### config.mk
export PLATFORM = sky130hd
export DESIGN_NAME = sar_fastlock
export DESIGN_NICKNAME = d
export VERILOG_FILES = /design/src/rtl/sar_lock_pkg.sv /design/src/rtl/sar_bit_update.sv /design/src/rtl/sar_seq_ctrl.sv /design/src/rtl/sar_fastlock.sv
export SDC_FILE = /design/constraint.sdc
export NUM_CORES = 1
export LEC_CHECK = 0
export ABC_AREA = 1
export ABC_CLOCK_PERIOD_IN_PS = 1300
export BUFFER_PORTS_ARGS = -buffer_cell sky130_fd_sc_hd__buf_2
export CORE_MARGIN = 2
export CORE_UTILIZATION = 52
export CTS_BUF_LIST = sky130_fd_sc_hd__clkbuf_4 sky130_fd_sc_hd__clkbuf_8 sky130_fd_sc_hd__clkbuf_16
export CTS_CLUSTER_DIAMETER = 100
export DETAILED_ROUTE_END_ITERATION = 8
export PLACE_DENSITY = 0.8
export RECOVER_POWER = 100
export SKIP_LAST_GASP = 1
export SLEW_MARGIN = 25
export SYNTH_ARGS = -nofsm -noshare
export SYNTH_HDL_FRONTEND = slang
export SYNTH_SLANG_ARGS = --single-unit
export TNS_END_PERCENT = 20
### constraint.sdc
create_clock -name clk -period 1.3 [get_ports clk]
set_input_delay 0.26 -clock clk [delete_from_list [all_inputs] [get_ports clk]]
set_output_delay 0.26 -clock clk [all_outputs]
set_load 0.005 [all_outputs]
### src/rtl/sar_lock_pkg.sv
package sar_lock_pkg;

    localparam int CODE_W = 19;
    localparam int FINE_W = 8;
    localparam logic [CODE_W-1:0] TOP_BIT  = {1'b1, {(CODE_W-1){1'b0}}};
    localparam logic [CODE_W-1:0] FINE_BIT = CODE_W'(1) << (FINE_W - 1);
    localparam logic [CODE_W-1:0] LOW_BANK = (CODE_W'(1) << FINE_W) - CODE_W'(1);

    typedef enum logic [1:0] {
        SRCH_NONE   = 2'd0,
        SRCH_COARSE = 2'd1,
        SRCH_FINE   = 2'd2
    } srch_mode_e;

    typedef struct packed {
        logic [CODE_W-1:0] word;
        logic [CODE_W-1:0] probe;
    } trial_t;

    function automatic trial_t seed_trial(srch_mode_e m, logic [CODE_W-1:0] cur);
        trial_t t;
        if (m == SRCH_FINE) begin
            t.word  = (cur & ~LOW_BANK) | FINE_BIT;
            t.probe = FINE_BIT;
        end else begin
            t.word  = TOP_BIT;
            t.probe = TOP_BIT;
        end
        return t;
    endfunction

endpackage

### src/rtl/sar_bit_update.sv
module sar_bit_update
    import sar_lock_pkg::*;
(
    input  trial_t cur,
    input  logic   fast,
    output trial_t nxt,
    output logic   last
);
    logic [CODE_W-1:0] resolved;

    always_comb begin
        resolved  = fast ? (cur.word & ~cur.probe) : cur.word;
        last      = cur.probe[0];
        nxt.probe = cur.probe >> 1;
        nxt.word  = resolved | (cur.probe >> 1);
    end
endmodule

### src/rtl/sar_seq_ctrl.sv
module sar_seq_ctrl
    import sar_lock_pkg::*;
(
    input  logic       clk,
    input  logic       rst,
    input  logic       req_coarse,
    input  logic       req_fine,
    input  logic       meas_done,
    input  logic       last_bit,
    output logic       accept,
    output srch_mode_e sel_mode,
    output logic       step,
    output logic       busy,
    output logic       done
);
    assign accept   = !busy && (req_coarse || req_fine);
    assign sel_mode = req_coarse ? SRCH_COARSE : (req_fine ? SRCH_FINE : SRCH_NONE);
    assign step     = busy && meas_done;

    always_ff @(posedge clk) begin
        if (rst) begin
            busy <= 1'b0;
            done <= 1'b0;
        end else begin
            done <= step && last_bit;
            if (accept)
                busy <= 1'b1;
            else if (step && last_bit)
                busy <= 1'b0;
        end
    end

    p_done_pulse_r5: assert property (@(posedge clk) disable iff (rst)
        done |=> !done);
    p_done_idle_r5: assert property (@(posedge clk) disable iff (rst)
        done |-> !busy);
    p_accept_busy_r9: assert property (@(posedge clk) disable iff (rst)
        accept |=> busy);
endmodule

### src/rtl/sar_fastlock.sv
module sar_fastlock
    import sar_lock_pkg::*;
(
    input  logic              clk,
    input  logic              rst,
    input  logic              start_coarse,
    input  logic              start_fine,
    input  logic              meas_done,
    input  logic              dco_fast,
    input  logic [CODE_W-1:0] code_in,
    output logic [CODE_W-1:0] trial_code,
    output logic              busy,
    output logic              done,
    output logic              ss_suspend,
    output logic              start_clear
);
    trial_t     cur_q, nxt;
    logic       accept, step, last_bit, fine_q;
    srch_mode_e sel_mode;

    sar_seq_ctrl u_ctrl (
        .clk        (clk),
        .rst        (rst),
        .req_coarse (start_coarse),
        .req_fine   (start_fine),
        .meas_done  (meas_done),
        .last_bit   (last_bit),
        .accept     (accept),
        .sel_mode   (sel_mode),
        .step       (step),
        .busy       (busy),
        .done       (done)
    );

    sar_bit_update u_bit (
        .cur  (cur_q),
        .fast (dco_fast),
        .nxt  (nxt),
        .last (last_bit)
    );

    always_ff @(posedge clk) begin
        if (rst) begin
            cur_q  <= '0;
            fine_q <= 1'b0;
        end else if (accept) begin
            cur_q  <= seed_trial(sel_mode, code_in);
            fine_q <= (sel_mode == SRCH_FINE);
        end else if (step) begin
            cur_q  <= nxt;
        end
    end

    assign trial_code  = cur_q.word;
    assign ss_suspend  = busy;
    assign start_clear = accept;

    p_probe_onehot_r4: assert property (@(posedge clk) disable iff (rst)
        busy |-> $onehot(cur_q.probe));
    p_upper_hold_r7: assert property (@(posedge clk) disable iff (rst)
        (busy && fine_q && $past(busy)) |-> $stable(trial_code[CODE_W-1:FINE_W]));
    p_idle_hold_r11: assert property (@(posedge clk) disable iff (rst)
        (!busy && !$past(busy) && !$past(accept)) |-> $stable(trial_code));
endmodule

==> results of run 1 <==
[worst paths after layout]
check	start	endpoint	slack (ns)
max	u_ctrl.busy	start_clear	0.03
min	code_in[11]	trial_code[11]	0.22
max reg2reg	u_ctrl.busy	trial_code[9]	0.07
min reg2reg	trial_code[5]	trial_code[5]	0.49
[metrics by stage]
step | TNS, ns | power, W | utilization | hold WS, ns | cells
final | 0 | 0.002474 | 0.6253 | 0.2216 | 336
after floorplan | 0 | 0.001505 | - | 0.4502 | 261
after global placement | 0 | 0.001604 | 0.5965 | 0.4581 | 326
after detailed placement | -0.02838 | 0.001609 | 0.5965 | 0.4663 | 326
after CTS | 0 | 0.002489 | 0.6286 | 0.2154 | 336
after global routing | -0.08403 | 0.002587 | 0.6253 | 0.2162 | 336
[final cells by class]
class                           count  area share
Clock buffer                        6     0.02420
Clock inverter                      2     0.01830
Inverter                           22     0.04132
Multi-Input combinational cell    166      0.3524
Sequential cell                    40      0.3796
Tap cell                           46     0.02715
Timing Repair Buffer               54      0.1570
[registers in the layout (all words and copies together), names as in the netlist]
signal	cells
cur_q	19
trial_code	19
u_ctrl.busy	1
u_ctrl.done	1
[kinds of logic (layout without fill, tap and decap cells)]
| family | count (synthesis) | in the layout |
|---|---|---|
| flops | 40 | 40 |
| compound gates | 37 | 37 |
| buf+inv | 55 | 84 |
| simple gates | 129 | 129 |
[critical path: stages, from the launching register on]
cell     delay, ns
dfxtp_4       0.39
inv_4         0.05
o21ai_4       0.05
inv_1         0.05
buf_2         0.12
[cells in the final DEF, fill, tap and decap left out, drive strengths merged]
master  instances
a21oi          30
buf            47
bufinv          1
clkbuf         13
clkinv          1
dfxtp          40
inv            22
nand2          55
nand3          41
nand3b          1
nand4           1
nor2           31
o21ai           7
[layer usage]
layer  vias to the layer above  track usage  share of wire
met5                         -            0              0
met4                         0      0.07337          0.015
li1                        873            -              -
met3                         6      0.05810          0.056
met2                        51       0.3372           0.47
met1                       780       0.2698           0.46
[where the power goes]
group,internal (W),switching [W]
Clock,0.000461,0.000423
Sequential,0.00125,0.0000192
Combinational,0.000132,0.000187
[what timing repair did]
action	CTS	global route
gates resized for setup	2	2
pin swaps	0	0
gates cloned	0	0
endpoints found under the setup margin	3	5
hold buffers	0	0
setup buffers	2	0
==> flow_summary_export.csv, run 1 <==
group,metric,value,unit
routing,drt_pass1_iterations,4,
sta,drv_slew,0,
logic_synthesis,synth_compound_area_frac,0.1096,
clock_network,htree_levels,2,
critical_path,cp.required,1.04,ns
critical_path,rr_worst_depth,8,
clock_network,cts_tree,"yes",
critical_path,arrival,1.01,ns
final_layout,fill_cells,326,
logic_synthesis,synth.distinct_cells,19,
final_layout,area_growth,13.92,%
logic_synthesis,synthFlopType,"dfxtp_1",
floorplan,top_level_ports,48,
routing,drc,0,
sta,timing.final.ws_setup,0.03329,ns
logic_synthesis,syn_inst,261,
logic_synthesis,synth-edff-count,0,
logic_synthesis,synth_mux_area_frac,0,
grt,antenna_found_initial,0,
logic_synthesis,synthArstFlopShare,0,
routing,final_antenna_net_count,0,
floorplan,core_area,3390,um^2
place,placed_area,2022,um^2
logic_synthesis,ys_top_cells_by_count,"nand2_1 (53), nand3_1 (41), dfxtp_1 (40), nor2_1 (31), a21oi_1 (28)",
logic_synthesis,synth_adder_area_share,0,
place,gp_congestion,0.7771,
job,drv_cap,0,
critical_path,worst_setup_path_start_kind,"register",
routing,wl_per_cell,12.01,um
clock_network,cts_inserted_buffers,5,
logic_synthesis,ys_top_cells_by_area,"dfxtp_1 (43%), nand3_1 (11%), nand2_1 (11%)",
routing,viasPerCell,5.089,
floorplan,die_w,63.82,um
critical_path,end_kind,"output port",
sta,clock_skew,0.01112,ns
routing,dr.first_iter.drc_count,95,
grt,grtUsageTotal,0.2099,
grt,overflow,0,
clock_network,cts_buffer_depth,2,
grt,grt_max_degree,33,
floorplan,initial_utilization,0.5489,
sta,finalCritPeriodShare,0.9744,
critical_path,crit_type,"reg -> out",
final_layout,diodes,0,
sta,final.min_clock_period,1.267,ns
clock_network,clk_latency,0.36,ns
logic_synthesis,syn_avg_cell_area,7.128,um^2
critical_path,critical_path.max_fanout,4,
place,dp_slack,-0.02838,ns
logic_synthesis,synth_area,1861,um^2
routing,vias,1710,
logic_synthesis,yosys_register_bits,40,
grt,grt_pass1_vias,1444,
clock_network,cts_root_buf,"clkbuf_4",
logic_synthesis,synth_xor_xnor_area_share,0,
logic_synthesis,yosysMostFrequentCell,"nand2_1",
run_status,status,"finished clean",
sta,setup_viol,0,
logic_synthesis,seq_area_frac_synth,0.4304,
min_path,min_path_cells,5,
routing,wl,4036,um
final_layout,seqCellArea,804.5,um^2
grt,grt_pass1_wl,6617,um
final_layout,multi_input_area,747.0,um^2
sta,slew_headroom,0.8421,
final_layout,drive_above_1_share,0.2276,
place,dp_hpwl,2759,um
logic_synthesis,synth_simple_gate_area_frac,0.2939,
place,port_buffers,39,
clock_network,cts_sinks,40,
logic_synthesis,syn-num-nets,286,
final_layout,post-route-cell-area,2120,um^2
floorplan,dieArea,4072,um^2
sta,max_freq,789.4,MHz
sta,hold_violations,0,
logic_synthesis,synth_top_family_by_area,"simple AND/OR/NAND/NOR gates",
floorplan,die_height,63.82,um
logic_synthesis,synth_top_area_share,0.4304,
logic_synthesis,synth_top_cell_by_area,"dfxtp_1",
clock_network,clk_pin_slew_worst_paths,0.13,ns
power,power.leakage,0.9385,nW
power,p_per_area,1167,nW/um^2
min_path,min_path_type,"in -> reg",
floorplan,row_count,21,
final_layout,nNetsFinal,314,
logic_synthesis,ys_warn_count,0,
sta,tightest_slew,0.2368,ns
power,irDropWorstVdd,0.0008294,V
sta,rsz0062_at_grt,"yes",
(Power assumes the default switching activity.)
==> inputs of run 2 (changes only) <==
--- a/config.mk
+++ b/config.mk
@@ -9,15 +9,16 @@
 export ABC_CLOCK_PERIOD_IN_PS = 1300
 export BUFFER_PORTS_ARGS = -buffer_cell sky130_fd_sc_hd__buf_2
 export CORE_MARGIN = 2
-export CORE_UTILIZATION = 52
+export CORE_UTILIZATION = 54
 export CTS_BUF_LIST = sky130_fd_sc_hd__clkbuf_4 sky130_fd_sc_hd__clkbuf_8 sky130_fd_sc_hd__clkbuf_16
 export CTS_CLUSTER_DIAMETER = 100
 export DETAILED_ROUTE_END_ITERATION = 8
-export PLACE_DENSITY = 0.8
+export PLACE_DENSITY = 0.81
 export RECOVER_POWER = 100
 export SKIP_LAST_GASP = 1
 export SLEW_MARGIN = 25
 export SYNTH_ARGS = -nofsm -noshare
 export SYNTH_HDL_FRONTEND = slang
+export SYNTH_HIERARCHICAL = 1
 export SYNTH_SLANG_ARGS = --single-unit
 export TNS_END_PERCENT = 20
==> flow_summary_export.csv, run 2 <==
group,metric,value,unit
clock_network,clk_pin_slew_worst_paths,0.07,ns
logic_synthesis,yosys_register_bits,40,
power,p_per_area,1180,nW/um^2
logic_synthesis,syn_inst,318,
logic_synthesis,syn-num-nets,343,
floorplan,dieArea,4499,um^2
routing,wl,4020,um
power,p_clk_frac,0.319,
critical_path,crit_buf_inv,3,
final_layout,diodes,0,
final_layout,drive_above_1_share,0.2246,
critical_path,crit_type,"reg -> out",
logic_synthesis,ys_warn_count,6,
grt,grt_pass1_wl,6665,um
routing,drt_pass1_iterations,4,
final_layout,layout_common_cells,"nand2_1 (74), nor2_1 (55), o21ai_0 (39), dfxtp_1 (39), buf_2 (39)",
floorplan,initial_utilization,0.5739,
power,power.leakage,1.096,nW
routing,viasPerCell,4.767,
clock_network,holdBufCountCts,0,
critical_path,arrival,0.99,ns
routing,wl_per_cell,10.78,um
grt,overflow,0,
clock_network,htree_levels,2,
clock_network,cts_root_buf,"clkbuf_8",
logic_synthesis,synth-edff-count,0,
clock_network,clk_latency,0.29,ns
clock_network,cts_tree,"yes",
sta,hold_ws,0.1872,ns
final_layout,area_growth,5.824,%
final_layout,nNetsFinal,349,
critical_path,cp_slowest_cell,"dfxtp_4",
grt,grt_max_degree,25,
run_status,status,"finished clean",
grt,grt_pass1_vias,1542,
sta,finalCritPeriodShare,0.9637,
power,power_frac_seq,0.507,
clock_network,cts_inserted_buffers,5,
routing,final_antenna_net_count,0,
final_layout,layout.cells.most_common,"nand2_1",
sta,setup_viol,0,
floorplan,top_level_ports,48,
logic_synthesis,synthArstFlopShare,0,
critical_path,end_kind,"output port",
sta,clock_skew,0.003686,ns
critical_path,critical_path.max_fanout,6,
place,dp_hpwl,2682,um
power,p_sw_frac,0.2800,
sta,rsz0062_at_grt,"yes",
power,irDropWorstVdd,0.0005801,V
sta,final.min_clock_period,1.253,ns
logic_synthesis,seq_area_frac_synth,0.3727,
job,drv_cap,0,
place,port_buffers,39,
critical_path,cp.required,1.04,ns
floorplan,core_area,3744,um^2
sta,hold_violations,0,
logic_synthesis,synth_top_area_share,0.3727,
power,power.internal,0.001932,W
min_path,min_path_type,"in -> reg",
sta,drv_slew,0,
grt,antenna_found_initial,0,
power,pwr-share-comb,0.174,
sta,max_freq,798.2,MHz
place,dp_slack,-0.01115,ns
sta,timing.final.ws_setup,0.04720,ns
floorplan,die_height,67.08,um
logic_synthesis,ys_top_cells_by_area,"dfxtp_1 (37%), buf_4 (14%), nand2_1 (13%)",
logic_synthesis,synth_area,2148,um^2
grt,grtUsageTotal,0.1960,
critical_path,max_stage_delay,0.36,ns
logic_synthesis,syn_avg_cell_area,6.756,um^2
critical_path,cp_cell_sequence,"inv_2 > o21ai_2 > inv_2 > buf_2",
critical_path,crit_path_frequent_cell,"inv_2",
clock_network,cts_buffer_depth,2,
routing,vias,1778,
logic_synthesis,synthFlopType,"dfxtp_1",
logic_synthesis,synth_top_cell_by_area,"dfxtp_1",
logic_synthesis,ys_top_cells_by_count,"nand2_1 (74), nor2_1 (56), buf_4 (41), dfxtp_1 (40), o21ai_0 (39)",
routing,drc,0,
floorplan,row_count,22,
critical_path,worst_setup_path_start_kind,"register",
floorplan,die_w,67.08,um
routing,dr.first_iter.drc_count,117,
logic_synthesis,yosysMostFrequentCell,"nand2_1",
power,p_sw,0.0007514,W
clock_network,cts_sinks,40,
place,gp_congestion,0.7578,
critical_path,path_delay_family,"flip-flops",
logic_synthesis,synth.distinct_cells,23,
==> run 2: changes by cell type after synthesis, sizes merged <==
cell / delta
or2: +1
a21oi: -18
nand3b: -1
nand4: -1
o21ai: +42
nor3: +1
conb: +1
nand2: +20
inv: +4
a21boi: +1
nand3: -40
buf: +21
nor2: +26
==> run 2: worst paths after layout <==
check                                  from  slack (ns)  cells after the start             end
worst min-delay path                    rst        0.19                      2     u_ctrl/busy
worst min register to register     cur_q[0]        0.50                      2     u_ctrl/done
worst max register to register  u_ctrl/busy        0.10                      8  trial_code[17]
worst max-delay path            u_ctrl/busy        0.05                      4     start_clear
==> run 2: timing repair <==
| item | 4_1_cts | 5_1_grt |
|---|---|---|
| gates resized for setup | 2 | 6 |
| buffers inserted | 0 | 2 |
| setup endpoints to repair | 27 | 38 |
==> run 2: per-stage QoR <==
stage | power (W) | TNS [ns] | cell area, um^2 | cells | utilization
finish | 0.002683 | 0 | 2273 | 373 | 0.6073
global route | 0.002857 | -0.02809 | 2273 | 373 | 0.6073
CTS | 0.002693 | 0 | 2242 | 371 | 0.5989
detailed placement | 0.001835 | -0.01115 | 2148 | 363 | 0.5739
global placement | 0.001824 | 0 | 2148 | 363 | 0.5739
floorplan | 0.001759 | 0 | 2148 | 318 | -
==> run 2: logic make-up (layout without fill, tap and decap cells) <==
kind of cell | Yosys count | count (layout) | synth area share
simple gates | 135 | 135 | 0.2452
buf+inv | 80 | 87 | 0.2295
compound gates | 62 | 62 | 0.1508
flops | 40 | 40 | 0.3727
other cells | 1 | 1 | 0.001746
==> run 2: power by group through the flow <==
stage / clock network (W) / registers [W] / logic (W)
after detailed placement: 0 / 0.00139 / 0.000448
after global placement: 0 / 0.00139 / 0.000437
final: 0.000856 / 0.00136 / 0.000468
after floorplan: 0 / 0.00137 / 0.000386
after global routing: 0.000950 / 0.00137 / 0.000537
after CTS: 0.000882 / 0.00136 / 0.000451
==> run 2: layout make-up <==
cell class                 instances  area, um^2
clock buffer                       6       82.58
clock inverter                     2       10.01
fill                             358        1470
inverter                          26       100.1
multi-input combinational        198       865.8
sequential                        40       804.5
tap                               48       60.06
timing repair buffer              53       350.3
==> run 2: layer usage <==
layer / vias to the layer above / GRT usage / routed length, um
met2: 45 / 0.3230 / 1810
li1: 955 / - / -
met5: - / 0 / 0
met3: 4 / 0.05743 / 223
met1: 774 / 0.2409 / 1948
met4: 0 / 0.06888 / 38
==> run 2: worst register-to-register path, delay by kind of cell, from the launching register on <==
kind / cells / cell delay [ns]
DFF: 1 / 0.36
buffers and inverters: 3 / 0.30
and+or+nand+nor: 3 / 0.29
AOI/OAI and AO/OA: 2 / 0.18
==> inputs of run 3 (changes only) <==
--- a/config.mk
+++ b/config.mk
@@ -15,6 +15,7 @@
 export DETAILED_ROUTE_END_ITERATION = 8
 export PLACE_DENSITY = 0.81
 export RECOVER_POWER = 100
+export SETUP_SLACK_MARGIN = 0.3
 export SKIP_LAST_GASP = 1
 export SLEW_MARGIN = 25
 export SYNTH_ARGS = -nofsm -noshare
==> flow_summary_export.csv, run 3 (synthesis gave the netlist of run 2 again) <==
group,metric,value,unit
power,pwr-share-comb,0.214,
grt,met2_usage,0.3824,
floorplan,core_area,3744,um^2
floorplan,top_level_ports,48,
routing,wl_per_cell,13.37,um
final_layout,layout.cells.most_common,"nand2_1",
clock_network,cts_tree,"yes",
min_path,min_path_type,"in -> reg",
final_layout,fin_cells,383,
power,p_clk_frac,0.312,
power,power_frac_seq,0.474,
grt,grtUsageTotal,0.2210,
floorplan,row_count,22,
place,placed_area,2115,um^2
clock_network,htree_levels,2,
clock_network,holdBufCountCts,0,
grt,grt.busiest_layer,"met2",
grt,grt_max_degree,25,
place,dp_hpwl,2642,um
grt,grt_pass1_wl,7500,um
final_layout,diodes,0,
routing,vias,1960,
power,p_total,0.002882,W
critical_path,critical_path.max_fanout,12,
power,power.internal,0.002046,W
place,port_buffers,39,
power,p_sw_frac,0.2901,
sta,setup_viol,0,
final_layout,layout_common_cells,"nand2_1 (68), nor2_1 (54), dfxtp_1 (39)",
sta,timing.final.ws_setup,0.06202,ns
sta,drv_slew,0,
critical_path,cp.required,1.54,ns
grt,antenna_found_initial,0,
grt,grt_util_met1,0.2552,
routing,wl,5121,um
clock_network,cts_buffer_depth,2,
routing,dr.first_iter.drc_count,195,
critical_path,end_kind,"register",
power,p_sw,0.0008361,W
floorplan,die_height,67.08,um
sta,max_freq,807.8,MHz
clock_network,cts_sinks,40,
place,dp_slack,-0.01558,ns
critical_path,arrival,1.48,ns
final_layout,drive_above_1_share,0.2537,
power,irDropWorstVdd,0.0005114,V
sta,rsz0062_at_grt,"yes",
floorplan,initial_utilization,0.5739,
final_layout,area_growth,17.01,%
power,power.leakage,1.163,nW
sta,final.min_clock_period,1.238,ns
job,drv_cap,0,
run_status,status,"finished clean",
power,p_per_area,1147,nW/um^2
routing,final_antenna_net_count,0,
clock_network,clk_latency,0.30,ns
critical_path,crit_type,"reg -> reg",
routing,viasPerCell,5.117,
place,dp_cells,359,
routing,drc,0,
sta,clock_skew,0.006250,ns
floorplan,dieArea,4499,um^2
clock_network,clk_pin_slew_worst_paths,0.08,ns
final_layout,post-route-cell-area,2514,um^2
clock_network,cts_root_buf,"clkbuf_8",
grt,grtUsageMet3,0.05912,
sta,hold_violations,0,
critical_path,worst_setup_path_start_kind,"register",
final_layout,nNetsFinal,360,
clock_network,cts_inserted_buffers,5,
grt,overflow,0,
sta,finalCritPeriodShare,0.9523,
place,gp_congestion,0.7777,
grt,grt_pass1_vias,1705,
routing,drt_pass1_iterations,6,
floorplan,die_w,67.08,um
==> run 3: cell types whose count changed in the layout (fill, tap and decap cells not counted), sizes merged <==
cell,before,now
clkbuf,6,20
buf,53,49
clkinv,2,0
nand2,75,77
==> run 3: power by group through the flow <==
stage	Clock [W]	Combinational [W]	Sequential (W)
3_3_place_gp	0	0.000425	0.00139
2_1_floorplan	0	0.000391	0.00137
5_1_grt	0.000967	0.000674	0.00138
3_5_place_dp	0	0.000438	0.00139
6_report	0.000899	0.000616	0.00137
4_1_cts	0.000915	0.000514	0.00136
==> run 3: path summary, 6_finish.rpt <==
| kind | from | to | slack [ns] | cells after the start |
|---|---|---|---|---|
| min reg2reg | trial_code[3] | trial_code[3] | 0.50 | 2 |
| min | code_in[17] | trial_code[17] | 0.21 | 3 |
| max reg2reg | u_ctrl/busy | cur_q[16] | 0.06 | 8 |
| max | u_ctrl/busy | cur_q[16] | 0.06 | 8 |
==> run 3: critical path: stages, from the launching register on <==
cell       delay, ns
dfxtp_4         0.37
inv_4           0.04
o21ai_4         0.06
inv_4           0.07
buf_6           0.13
nor2_4          0.16
clkbuf_16       0.19
o21ai_0         0.09
nor2_1          0.09
==> run 3: what timing repair did <==
item | 4_1_cts | 5_1_grt
endpoints found under the setup margin | 60 | 60
setup buffers | 8 | 4
endpoints found under the hold margin | 0 | 0
pin swaps | 4 | 7
gates cloned | 2 | 3
gates resized for setup | 18 | 29
==> run 3: area by class of cell <==
cell class	instances	area, um^2
clock buffers	7	96.34
fillers	321	1230
inverters	26	117.6
multi-input cells	200	958.4
flip-flops and latches	40	804.5
well taps	48	60.06
repair buffers	62	476.7
==> run 3: through the flow <==
step	setup TNS [ns]	hold WS, ns	util
2_1_floorplan	0	0.3133	-
3_3_place_gp	0	0.4850	0.5648
3_5_place_dp	-0.01754	0.4874	0.5648
4_1_cts	0	0.1754	0.6314
5_1_grt	-0.001948	0.1984	0.6715
6_report	0	0.2065	0.6715
==> run 3: layer usage <==
metal	vias to the layer above	routed length [um]
li1	981	-
met1	898	2148
met2	70	2530
met3	11	334
met4	0	107
met5	-	0
